<file path="src/rtl/rtcnt_pkg.sv">
`timescale 1ns/1ps
package rtcnt_pkg;
  // Strobes from the control half to the accumulator datapath.
  typedef struct packed {
    logic clrResidue; // ratio word written this cycle
    logic runEn;      // denominator field nonzero
  } accStrobes_t;
endpackage

</file>
<file path="src/rtl/rtcnt_ctrl.sv">
`timescale 1ns/1ps
module rtcnt_ctrl
  import rtcnt_pkg::*;
#(
  parameter int DATA_W  = 32,
  parameter int ADDR_W  = 8,
  parameter int RATIO_W = 12,
  parameter int DEF_NUM = 4,
  parameter int DEF_DEN = 25
) (
  input  logic                  clk,
  input  logic                  rstN,
  input  logic                  wrEn,
  input  logic                  rdEn,
  input  logic [ADDR_W-1:0]     addr,
  input  logic [DATA_W-1:0]     wrData,
  output logic [DATA_W-1:0]     rdData,
  input  logic [2*DATA_W-1:0]   count,
  output logic [RATIO_W-1:0]    ratioNum,
  output logic [RATIO_W-1:0]    ratioDen,
  output accStrobes_t           strobes
);
  localparam logic [ADDR_W-1:0] OFS_CNT_LO = ADDR_W'(8'h00);
  localparam logic [ADDR_W-1:0] OFS_CNT_HI = ADDR_W'(8'h04);
  localparam logic [ADDR_W-1:0] OFS_NUM    = ADDR_W'(8'h10);
  localparam logic [ADDR_W-1:0] OFS_DEN    = ADDR_W'(8'h14);

  logic [DATA_W-1:0] numWord, denWord, shadowHi;
  logic hitNum, hitDen, readLo, unmapped;

  assign hitNum   = wrEn && (addr == OFS_NUM);
  assign hitDen   = wrEn && (addr == OFS_DEN);
  assign readLo   = rdEn && (addr == OFS_CNT_LO);
  assign unmapped = !(addr == OFS_CNT_LO || addr == OFS_CNT_HI ||
                      addr == OFS_NUM || addr == OFS_DEN);

  always_ff @(posedge clk) begin
    if (!rstN) begin
      numWord <= DATA_W'(DEF_NUM);
      denWord <= DATA_W'(DEF_DEN);
    end else begin
      if (hitNum) numWord <= wrData;
      if (hitDen) denWord <= wrData;
    end
  end

  always_ff @(posedge clk) begin
    if (!rstN) begin
      rdData   <= '0;
      shadowHi <= '0;
    end else if (rdEn) begin
      unique case (addr)
        OFS_CNT_LO: begin
          rdData   <= count[DATA_W-1:0];
          shadowHi <= count[2*DATA_W-1:DATA_W];
        end
        OFS_CNT_HI: rdData <= shadowHi;
        OFS_NUM:    rdData <= numWord;
        OFS_DEN:    rdData <= denWord;
        default:    rdData <= '0;
      endcase
    end
  end

  assign ratioNum           = numWord[RATIO_W-1:0];
  assign ratioDen           = denWord[RATIO_W-1:0];
  assign strobes.clrResidue = hitNum || hitDen;
  assign strobes.runEn      = (ratioDen != '0);

  // the captured high half moves only on a low-half read
  a_r7_shadow_hold: assert property (@(posedge clk) disable iff (!rstN)
    !readLo |=> $stable(shadowHi));
  // reads of unmapped offsets return zero
  a_r8_unmapped_zero: assert property (@(posedge clk) disable iff (!rstN)
    (rdEn && unmapped) |=> (rdData == '0));
  // read data holds between reads
  a_r8_rd_hold: assert property (@(posedge clk) disable iff (!rstN)
    !rdEn |=> $stable(rdData));
endmodule

</file>
<file path="src/rtl/rtcnt_accum.sv">
`timescale 1ns/1ps
module rtcnt_accum
  import rtcnt_pkg::*;
#(
  parameter int RATIO_W = 12,
  parameter int COUNT_W = 64
) (
  input  logic               clk,
  input  logic               rstN,
  input  logic [RATIO_W-1:0] ratioNum,
  input  logic [RATIO_W-1:0] ratioDen,
  input  accStrobes_t        strobes,
  output logic [COUNT_W-1:0] count
);
  localparam int SUM_W = RATIO_W + 1;

  logic [RATIO_W-1:0] residue, effNum;
  logic [SUM_W-1:0]   sum, remain;
  logic               carry;

  // A numerator above the denominator is clamped to it.
  assign effNum = (ratioNum > ratioDen) ? ratioDen : ratioNum;
  assign sum    = {1'b0, residue} + {1'b0, effNum};
  assign carry  = (sum >= {1'b0, ratioDen});
  assign remain = sum - {1'b0, ratioDen};

  always_ff @(posedge clk) begin
    if (!rstN) begin
      residue <= '0;
      count   <= '0;
    end else if (strobes.clrResidue) begin
      residue <= '0;
    end else if (strobes.runEn) begin
      if (carry) begin
        residue <= remain[RATIO_W-1:0];
        count   <= count + COUNT_W'(1);
      end else begin
        residue <= sum[RATIO_W-1:0];
      end
    end
  end

  // monotonic, at most one step per clock
  a_r9_step_le_one: assert property (@(posedge clk) disable iff (!rstN)
    1'b1 |=> (count == $past(count) || count == $past(count) + COUNT_W'(1)));
  // a ratio write clears the residue and blocks the step
  a_r4_clear_no_step: assert property (@(posedge clk) disable iff (!rstN)
    strobes.clrResidue |=> (residue == '0 && $stable(count)));
  // zero denominator freezes the count
  a_r5_den_zero_hold: assert property (@(posedge clk) disable iff (!rstN)
    !strobes.runEn |=> $stable(count));
  // the residue stays below the denominator even with a large numerator
  a_r6_residue_bound: assert property (@(posedge clk) disable iff (!rstN)
    strobes.runEn |-> (residue < ratioDen));
endmodule

</file>
<file path="src/rtl/rtcnt_top.sv">
`timescale 1ns/1ps
module rtcnt_top
  import rtcnt_pkg::*;
#(
  parameter int DATA_W  = 32,
  parameter int ADDR_W  = 8,
  parameter int RATIO_W = 12,
  parameter int DEF_NUM = 4,
  parameter int DEF_DEN = 25
) (
  input  logic                clk,
  input  logic                rstN,
  input  logic                wrEn,
  input  logic                rdEn,
  input  logic [ADDR_W-1:0]   addr,
  input  logic [DATA_W-1:0]   wrData,
  output logic [DATA_W-1:0]   rdData,
  output logic [2*DATA_W-1:0] countOut
);
  localparam int COUNT_W = 2 * DATA_W;

  logic [RATIO_W-1:0] ratioNum, ratioDen;
  accStrobes_t        strobes;

  rtcnt_ctrl #(
    .DATA_W(DATA_W), .ADDR_W(ADDR_W), .RATIO_W(RATIO_W),
    .DEF_NUM(DEF_NUM), .DEF_DEN(DEF_DEN)
  ) ctrl_i (
    .clk(clk), .rstN(rstN), .wrEn(wrEn), .rdEn(rdEn), .addr(addr),
    .wrData(wrData), .rdData(rdData), .count(countOut),
    .ratioNum(ratioNum), .ratioDen(ratioDen), .strobes(strobes)
  );

  rtcnt_accum #(
    .RATIO_W(RATIO_W), .COUNT_W(COUNT_W)
  ) accum_i (
    .clk(clk), .rstN(rstN), .ratioNum(ratioNum), .ratioDen(ratioDen),
    .strobes(strobes), .count(countOut)
  );
endmodule

</file>
<file path="config.mk">
export PLATFORM = sky130hd
export DESIGN_NAME = rtcnt_top
export DESIGN_NICKNAME = d
export VERILOG_FILES = /design/src/rtl/rtcnt_pkg.sv /design/src/rtl/rtcnt_ctrl.sv /design/src/rtl/rtcnt_accum.sv /design/src/rtl/rtcnt_top.sv
export SDC_FILE = /design/constraint.sdc
export NUM_CORES = 1
export LEC_CHECK = 0
export ABC_CLOCK_PERIOD_IN_PS = 9750
export BUFFER_PORTS_ARGS = -buffer_cell sky130_fd_sc_hd__buf_2
export CAP_MARGIN = 10
export CORE_MARGIN = 5
export CORE_UTILIZATION = 60
export DETAILED_ROUTE_END_ITERATION = 10
export PLACE_DENSITY = 0.83
export SYNTH_ARGS = -nofsm -noshare
export SYNTH_HDL_FRONTEND = slang
export SYNTH_SLANG_ARGS = --single-unit
</file>
<file path="constraint.sdc">
create_clock -name clk -period 9.75 [get_ports clk]
set_input_delay 1.4625 -clock clk [delete_from_list [all_inputs] [get_ports clk]]
set_output_delay 1.4625 -clock clk [all_outputs]
set_load 0.02 [all_outputs]
</file>
* Word-level counts from Yosys, hierarchy flattened
Cells that the tools add are included.
Widths: inputs -> output; s select.
** Word-level totals
- Register bits :: 204
- Latch bits :: 0
- RAM bits :: 0
- Bits in read-only memories :: 0
- Bits of input ports :: 44
- Output and inout port bits :: 96
- Logic and storage cells :: 27
- Memories :: 0
** Cells by class
- Add/sub/neg operators :: 3
- Multipliers :: 0
- Divide/modulo/power cells :: 0
- $lt $le $gt $ge :: 2
- Equality and inequality tests :: 3
- Shift operators :: 0
- Muxes and demuxes :: 3
- Bitwise operators :: 2
- Reduce and logical (&&, ||, !) cells :: 8
** Operator list (count)
- $pmux 32 s4 :: 1
- $add 64x1->64 const B :: 1
- $mux 12 :: 2
- $eq 8x5->1 const B :: 2
- $add 12x12->13 :: 1
- $ge 13x12->1 :: 1
- $gt 12x12->1 :: 1
- $reduce_bool 12->1 :: 1
- $sub 12x12->12 :: 1
- $eq 8x3->1 const B :: 1
- $logic_not 8->1 :: 1
- $reduce_and 3->1 :: 1
- $logic_and 1x1->1 :: 2
- $not 1->1 :: 2
- $reduce_and 2->1 :: 1
- $reduce_or 2->1 :: 1
- $logic_or 1x1->1 :: 1

* Logic depth before layout (Yosys ltp)
Gate-level depths: netlist of run 1.
- Depth after elaboration :: 5
- Mapped depth :: 28
- Mapped depth without buffers :: 25

* By module
Synthesis of run 1 repeated with hierarchy kept, for this count alone.
** Unflattened totals
- Cell total of the unflattened synthesis :: 1187
- Area total of the unflattened synthesis :: 11089.4 um^2
** By module, submodules not included
- rtcnt_ctrl :: instances 1, cells each 540, area each 5739.3 um^2, seq. area each 2562.5 um^2
- rtcnt_accum :: instances 1, cells each 647, area each 5350.1 um^2, seq. area each 1521.5 um^2

* Worst setup path before layout of run 1
No wires, ideal clock.
- Path kind :: reg2reg
- Start :: reg ctrl_i.denWord[1]
- End :: reg accum_i.count[30]
- Setup time :: 0.070 ns
- Arrival time :: 5.885 ns
- Required time :: 9.680 ns
- Path slack :: 3.794 ns
- Stages on the path, launching flop included :: 28
- Buffers on the path :: 3
- Clock period less this slack :: 5.956 ns
- Cells stage by stage :: dfxtp_1 -> inv_1 -> ha_1 -> nor2b_1 -> o21ai_0 -> nand2b_1 -> a21oi_1 -> or3_1 -> a21oi_1 -> clkbuf_1 -> mux2_2 -> ha_1 -> a211o_1 -> a211oi_1 -> nor2_1 -> o221a_2 -> o21a_1 -> nor2_1 -> xnor2_1 -> ha_1 -> a2111oi_0 -> o311ai_1 -> o21a_1 -> o2111ai_1 -> buf_2 -> buf_2 -> o21ai_0 -> a21oi_1
** Between the ends
- Longest elaborated chain between the ends :: 5
- Elaborated cells on any way between the ends :: 6
- Classes of those cells :: add/sub (1); order compare (2); mux (1); reduce/logical (2)
** RTL lines
- start, declared :: line rtcnt_ctrl.sv:28 : logic [DATA_W-1:0] numWord, denWord, shadowHi;
- start signal, assigned :: line rtcnt_ctrl.sv:40 : denWord <= DATA_W'(DEF_DEN);
- start signal, assigned :: line rtcnt_ctrl.sv:43 : if (hitDen) denWord <= wrData;
- $gt 12x12->1 :: line rtcnt_accum.sv:22 : assign effNum = (ratioNum > ratioDen) ? ratioDen : ratioNum;
- $mux 12 :: line rtcnt_accum.sv:22
- $add 12x12->13 :: line rtcnt_accum.sv:23 : assign sum = {1'b0, residue} + {1'b0, effNum};
- $ge 13x12->1 :: line rtcnt_accum.sv:24 : assign carry = (sum >= {1'b0, ratioDen});
- $reduce_and 3->1 (no line) (*)
- end signal, assigned :: line rtcnt_accum.sv:36 : count <= count + COUNT_W'(1);
- end, declared :: line rtcnt_accum.sv:13 : output logic [COUNT_W-1:0] count
Mark *: on every way between the ends. The rest lies on a longest branch, timed or not.
A chain may end at the register's enable or synchronous reset.

* Worst setup path after layout of run 1
- Start :: reg ctrl_i.denWord[1]
- End :: reg accum_i.residue[6]
** Between the ends
- Longest elaborated chain between the ends :: 5
- Elaborated cells on any way between the ends :: 7
- Classes of those cells :: add/sub (2); order compare (2); mux (2); reduce/logical (1)
** RTL lines
- $gt 12x12->1 :: line rtcnt_accum.sv:22
- $mux 12 :: line rtcnt_accum.sv:22
- $add 12x12->13 :: line rtcnt_accum.sv:23
- $sub 12x12->12 or $ge 13x12->1 (tied branches) :: line rtcnt_accum.sv:25, rtcnt_accum.sv:24
- $mux 12 :: line rtcnt_accum.sv:34 : if (carry) begin
- end signal, assigned :: line rtcnt_accum.sv:35 : residue <= remain[RATIO_W-1:0];
- end signal, assigned :: line rtcnt_accum.sv:38 : residue <= sum[RATIO_W-1:0];
- end, declared :: line rtcnt_accum.sv:17 : logic [RATIO_W-1:0] residue, effNum;
Several ways; a longest one is shown, not always the timed one.

==> impl_results.md, run 1 <==
- Drt drc: 0
- Num Clock Sinks: 204
- PwrDens: 186 nW/um^2
- Grt ovf: 0
- Worst slew pin tran: 1.15 ns
- Die Ht: 142 um
- Die ar.: 20200 um^2
- WP depth: 26
- Starting density of the core: 60.9%
- Post-route ant nets: 0
- Resized Gates After CTS: 0
- CP max stage delay: 0.57 ns
- CP max FO: 43
- Clock root buffer: clkbuf_16
- Postcts setup bufs: 0
- Final worst-path cycle share: 70.4%
- Fin nets: 1461
- Dpl ws: 2.58 ns
- Synth Area per Inst: 8.18 um^2
- Vias in the first global route: 9446
- Required @ worst endpoint: 10.16 ns
- Final hold viol count: 0
- Initial antenna violation count: 0
- HPWL after detailed placement: 23100 um
- Delay-heaviest family, CP: compound AO/OA/AOI/OAI gates
- Critical path type: flop to flop
- Startpoint class of the critical path: flop
- Crit path DAT: 7.27 ns
- Drt pass-1 iters: 9
- Synth Register Bits: 204
- Syn Inst Count: 1282
- Top-count cell post-synth: nand2_1
- CTS buffer count: 22
- Die extent in x: 142 um
- Post-route setup TNS: 0 ns
- Sequential share of the synthesized area: 38.9%
- Min-Delay Path Class: flop to flop
- Final worst slack: 2.89 ns
- RSZ-0062 raised after global routing: false
- Max frequency: 146 MHz
- Most frequent cells after synthesis: 242 x nand2_1, 204 x dfxtp_1, 160 x a21oi_1
- Synthesis-to-layout area growth: 14.6%
- Share of post-route cells with drive strength above 1: 18.0%
- Synth top area cells: dfxtp_1 39%, nand2_1 8.7%, a21oi_1 7.6%, nor2_1 4.7%, ha_1 4.4%
- Placer congestion estimate: 1.00
- Synth area leader: dfxtp_1
- Worst-Skew Late Latency: 0.51 ns
- Mean number of vias per cell: 6.32
- Vias: 10200
- Max Slew Vio Count: 0
- Core area: 17200 um^2
- Antenna Cells: 0
- Post-synthesis async set-or-reset flop share: 0%
- DR iter-0 viols: 1445
- Final setup viols: 0
- Largest net degree at the start of global routing: 80
- Worst reg-to-reg path cell count: 26
- CP bufs+invs: 4
- CP Capture Type: flop
- Syn Nets: 1365
- H-tree depth: 1
- Cts hold-fix bufs: 0
- Hold slack: 0.450 ns
- Synth Flop Type: dfxtp_1
- CTS tree: yes
- Mapped Area: 10500 um^2
- Leakage power: 0.00461 uW
- Fin Clk Skew: 0.0179 ns
- Share of the synthesized area in the top cell type: 38.9%
- GRT Util Overall: 31.4%
- Yosys cell types: 63
- WHS Path Cells: 2
- Clock transition at the registers of the reported paths: 0.06 ns
- Global-route wire length before repair: 51300 um
- Layout fillers: 1372
- Rows: 48
- Max Root-Sink Buffers: 3
- Max Cap Viol: 0
- CP max stage cell: a2111oi_0
- Status: finished clean
- Wire per inst: 20.3 um
- Number of synthesized flops with an enable pin: 0
- Yosys Warn Count: 0
- Top-level I/O count: 140
- Peak supply drop: 0.139 mV
- I/O Buffers: 139
- Fin crit period: 6.86 ns
- Final WL: 32800 um
- Relative slew slack: 23.0%
- R2R Setup Slk: 2.89 ns
==> path summary, 6_finish.rpt <==
| path | startpoint | end |
|---|---|---|
| worst max-delay path | ctrl_i.denWord[1] | accum_i.residue[6] |
| worst min-delay path | ctrl_i.shadowHi[19] | ctrl_i.shadowHi[19] |
| worst max register to register | ctrl_i.denWord[1] | accum_i.residue[6] |
| worst min register to register | ctrl_i.shadowHi[19] | ctrl_i.shadowHi[19] |
==> flip-flops by register name, indices dropped and copies added, names as in the netlist <==
register	count
accum_i.residue	12
ctrl_i.denWord	32
ctrl_i.rdData	32
ctrl_i.shadowHi	32
ctrl_i.numWord	32
accum_i.count	64
==> metrics by stage <==
stage | instance area (um^2) | utilization [%] | cells | total power, uW
global route | 12000 | 69.8 | 1619 | 2330
finish | 12000 | 69.8 | 1619 | 2240
detailed placement | 11300 | 65.3 | 1577 | 1400
global placement | 11300 | 65.3 | 1577 | 1400
floorplan | 10500 | - | 1282 | 1260
CTS | 12000 | 69.6 | 1617 | 2230
==> placed cells by master, fill, tap and decap left out, types with 7 or more instances in the layout <==
master,instances
nand2_1,242
dfxtp_1,204
a21oi_1,160
buf_2,139
nor2_1,129
xnor2_1,52
ha_1,37
inv_1,34
mux2_2,33
nand3_1,31
a2111oi_0,30
clkbuf_16,23
a222oi_1,21
o21ai_0,19
a211oi_1,16
nand4_1,16
or3_1,13
buf_4,13
a21o_1,11
mux4_2,11
nand2b_1,10
and3_1,10
o31ai_1,9
a22oi_1,9
nor3_1,8
mux2i_1,8
or4_1,8
nor4_1,7
clkinv_2,7
==> layout make-up <==
class | instances | area [um^2] | area share [%]
clock inverters | 11 | 98.8 | 0.822
repair buffers | 153 | 818 | 6.80
clock buffers | 29 | 637 | 5.30
inverters | 35 | 134 | 1.11
flip-flops and latches | 204 | 4080 | 34.0
well taps | 225 | 282 | 2.34
multi-input cells | 962 | 5970 | 49.7
==> worst min-delay path, stage by stage, from the launching register on <==
cell and delay, ns:
dfxtp_1 0.31, nand2_1 0.05, a21oi_1 0.05
==> where the power goes <==
| group | internal [uW] | leakage (uW) | total [uW] | switching [uW] |
|---|---|---|---|---|
| registers | 856 | 0.00165 | 878 | 22.2 |
| logic | 186 | 0.00259 | 521 | 335 |
| clock network | 490 | 0.000373 | 838 | 348 |
| total | 1530 | 0.00461 | 2240 | 705 |
==> kinds of logic after synthesis <==
| logic type | count (synthesis) | share of synthesized area [%] |
|---|---|---|
| adder cells (fa/ha/maj) | 39 | 4.79 |
| flip-flops | 204 | 38.9 |
| multiplexers | 52 | 6.67 |
| AND/OR/NAND/NOR | 503 | 21.3 |
| XOR/XNOR | 56 | 4.68 |
| buffers and inverters | 116 | 4.20 |
| AO/OA/AOI/OAI | 312 | 19.5 |
==> routing by layer <==
metal	global-route usage, %	vias to the layer above	wire length (um)
met5	0	-	0
met4	10.9	0	1080
met3	6.69	87	3440
met2	49.7	584	14800
met1	42.8	4796	13500
li1	-	4767	-
Power figures use the tool's default switching activity.
==> inputs of run 2 (changes only) <==
- ABC_AREA: not set -> 1
- ABC_CLOCK_PERIOD_IN_PS: 9750 -> 7050
- CORE_UTILIZATION: 60 -> 59
- PLACE_DENSITY: 0.83 -> 0.81
- clock period: 9.75 -> 7.05 ns (I/O delays scaled with it)
==> run 2 against run 1 <==
Design area increased by 11%. First-iteration DRC count decreased by 16%. Hold slack gained 0.0032 ns. Final cell count up 35%. Critical path type unchanged. Via count grew 25%. Setup slack got worse by 2.2 ns. Synthesized cell count is 42% higher. Maximum frequency increased by 7.2%. Utilization is 1.7 points lower. Synthesized area rose by 13%. Largest cell class unchanged. Count of clock-buffer cells in the layout is 1 higher.
==> impl_results.md, run 2 <==
- Status: finished clean
- Resized Gates After CTS: 0 (unchanged)
- Share of post-route cells with drive strength above 1: 11.3% (-6.7 points)
- Post-route ant nets: 0 (unchanged)
- Worst slew pin tran: 0.986 ns (-0.167 ns)
- Top-level I/O count: 140 (unchanged)
- Vias: 12700 (+25%)
- H-tree depth: 1 (unchanged)
- HPWL after detailed placement: 28900 um (+25%)
- Top-count cell post-synth: nand2_1
- Required @ worst endpoint: 7.51 ns (-2.65 ns)
- Clock root buffer: clkbuf_16
- Vias in the first global route: 11600 (+23%)
- Drt pass-1 iters: 7 (-2)
- Initial antenna violation count: 0 (unchanged)
- Most flops, register: accum_i.count
- Min-Delay Path Class: flop to flop
- Max Slew Vio Count: 0 (unchanged)
- Crit path DAT: 6.86 ns (-0.41 ns)
- Fin area: 13300 um^2 (+11%)
- Final worst-path cycle share: 90.8% (+20 points)
- Post-route setup TNS: 0 ns (unchanged)
- CP Capture Type: flop
- Synth Flop Type: dfxtp_1
- Synthesis-to-layout area growth: 12.6%
- Most common cell after layout, fill and taps aside: nand2_1
- Post-synthesis async set-or-reset flop share: 0% (unchanged)
- Yosys Warn Count: 0 (unchanged)
- Mean number of vias per cell: 5.82 (-8.0%)
- Cells after DPL: 2150 (+36%)
- Number of synthesized flops with an enable pin: 0 (unchanged)
- Grt ovf: 0 (unchanged)
- Starting density of the core: 60.4% (-0.45 points)
- Share of the synthesized area in the top cell type: 34.5% (-4.4 points)
- Final setup viols: 0 (unchanged)
- Synth top area cells: dfxtp_1 35%, nand2_1 12%, inv_1 7.4%, a21oi_1 7.1%, nor2_1 6.6%
- Max Root-Sink Buffers: 3 (unchanged)
- Antenna Cells: 0 (unchanged)
- Final WL: 39900 um (+22%)
- Wire per inst: 18.2 um (-10%)
- CTS buffer count: 23 (+4.5%)
- Die ar.: 23000 um^2 (+14%)
- Cts hold-fix bufs: 0 (unchanged)
- Fin nets: 1993 (+36%)
- DP Area: 12600 um^2 (+12%)
- Fin crit period: 6.40 ns (-0.459 ns)
- Max frequency: 156 MHz (+7.2%)
- Syn Nets: 1906 (+40%)
- Die Ht: 152 um (+6.6%)
- Clock transition at the registers of the reported paths: 0.06 ns (about the same)
- Placer congestion estimate: 0.945 (-5.9%)
- Critical path type: flop to flop
- CTS tree: yes
- Most frequent cells after synthesis: 367 x nand2_1, 232 x inv_1, 208 x nor2_1
- Max FFs per register: 64 (unchanged)
- Synth area leader: dfxtp_1
- Fin Clk Skew: 0.0144 ns (-0.00347 ns)
- Largest net degree at the start of global routing: 72 (-10%)
- DR iter-0 viols: 1217 (-16%)
- Yosys cell types: 40 (-37%)
- CP max stage delay: 0.75 ns (+0.18 ns)
- PwrDens: 248 nW/um^2 (+33%)
- RSZ-0062 raised after global routing: false
- Final hold viol count: 0 (unchanged)
- Postcts setup bufs: 0 (unchanged)
- Die extent in x: 152 um (+6.6%)
- Final std cells w/o fill: 2192 (+35%)
- CP max stage cell: nand3_2
- Sequential share of the synthesized area: 34.5% (-4.4 points)
- Most used cell, CP: nand2_1
- Synth Register Bits: 204 (unchanged)
- Peak supply drop: 0.219 mV (+58%)
- Startpoint class of the critical path: flop
- Synth Area per Inst: 6.49 um^2 (-21%)
- CP max FO: 52 (+21%)
- Most frequent cells in the layout: 367 x nand2_1, 232 x inv_1, 207 x nor2_1
- Leakage power: 0.00550 uW (+19%)
- Relative slew slack: 34.0% (+11 points)
- Num Clock Sinks: 204 (unchanged)
- Core area: 19600 um^2 (+14%)
- Worst-Skew Late Latency: 0.53 ns (+0.02 ns)
- Rows: 51 (+6.3%)
- Drt drc: 0 (unchanged)
- Global-route wire length before repair: 61900 um (+21%)
- Layout fillers: 1839 (+34%)
- Mapped Area: 11800 um^2 (+13%)
- Max Cap Viol: 0 (unchanged)
- Syn Inst Count: 1823 (+42%)
- I/O Buffers: 139 (unchanged)
- GRT Util Overall: 34.0% (+2.6 points)
-- run 2: changes by cell type in the layout (fill, tap and decap cells not counted), sizes merged, moves of 25 or more --
cell     delta
nand3      +90
xnor2      -46
mux2       -33
nor2       +84
inv       +201
o22ai      +30
nand4      +60
o21ai     +175
xor2       +25
nand2     +130
a2111oi    -31
-- run 2: critical path: cells and delay by family (launching register included) --
family	cells	cell delay (ns)
buffers and inverters	5	0.59
DFF	1	0.34
and+or+nand+nor	18	2.95
adders and majority gates	4	1.35
AOI/OAI and AO/OA	3	0.84
xor gates and xnor gates	1	0.21
-- run 2: worst paths after layout --
path / start / to / slack [ns] / depth (start not counted)
setup reg to reg: ctrl_i.denWord[11] / accum_i.count[2] / 0.65 / 31
hold / removal: ctrl_i.numWord[19] / ctrl_i.numWord[19] / 0.45 / 2
hold reg to reg: ctrl_i.numWord[19] / ctrl_i.numWord[19] / 0.45 / 2
setup / recovery: ctrl_i.denWord[11] / accum_i.count[2] / 0.65 / 31
-- run 2: power breakdown --
| group | switching (uW) | internal [uW] | leakage, uW |
|---|---|---|---|
| Clock | 507 | 682 | 0.000367 |
| Sequential | 26.2 | 1190 | 0.00165 |
| Combinational | 648 | 252 | 0.00349 |
-- run 2: final cells by class --
cell class / instances / area, um^2 / share of cell area [%]
clock buffers: 30 / 642 / 4.82
clock inverters: 12 / 101 / 0.760
inverters: 237 / 890 / 6.68
multi-input cells: 1291 / 6480 / 48.6
flip-flops and latches: 204 / 4080 / 30.6
well taps: 265 / 332 / 2.49
repair buffers: 153 / 801 / 6.01
-- run 2: metrics by stage --
stage	setup WS (ns)	total power, uW	hold WS [ns]	utilization, %
floorplan	2.34	1950	0.425	-
finish	0.650	3300	0.453	68.0
global route	0.149	3450	0.462	68.0
CTS	0.798	3280	0.456	68.0
detailed placement	0.848	2110	0.444	64.2
global placement	1.02	2110	0.439	64.2
-- run 2: routing by layer --
layer	routed length [um]	up-vias	share of wire (%)	track usage [%]
met2	18500	627	46	55.9
met1	16000	5826	40	45.2
li1	-	6183	-	-
met4	1890	0	4.7	14.2
met3	3540	112	8.9	4.55
met5	0	-	0	0
-- run 2: cell families after synthesis --
logic type               share of synthesized area (%)
flip-flops                                        34.5
AND/OR/NAND/NOR                                   29.8
adder cells (fa/ha/maj)                           4.25
AO/OA/AOI/OAI                                     18.0
buffers and inverters                             10.9
XOR/XNOR                                          2.59
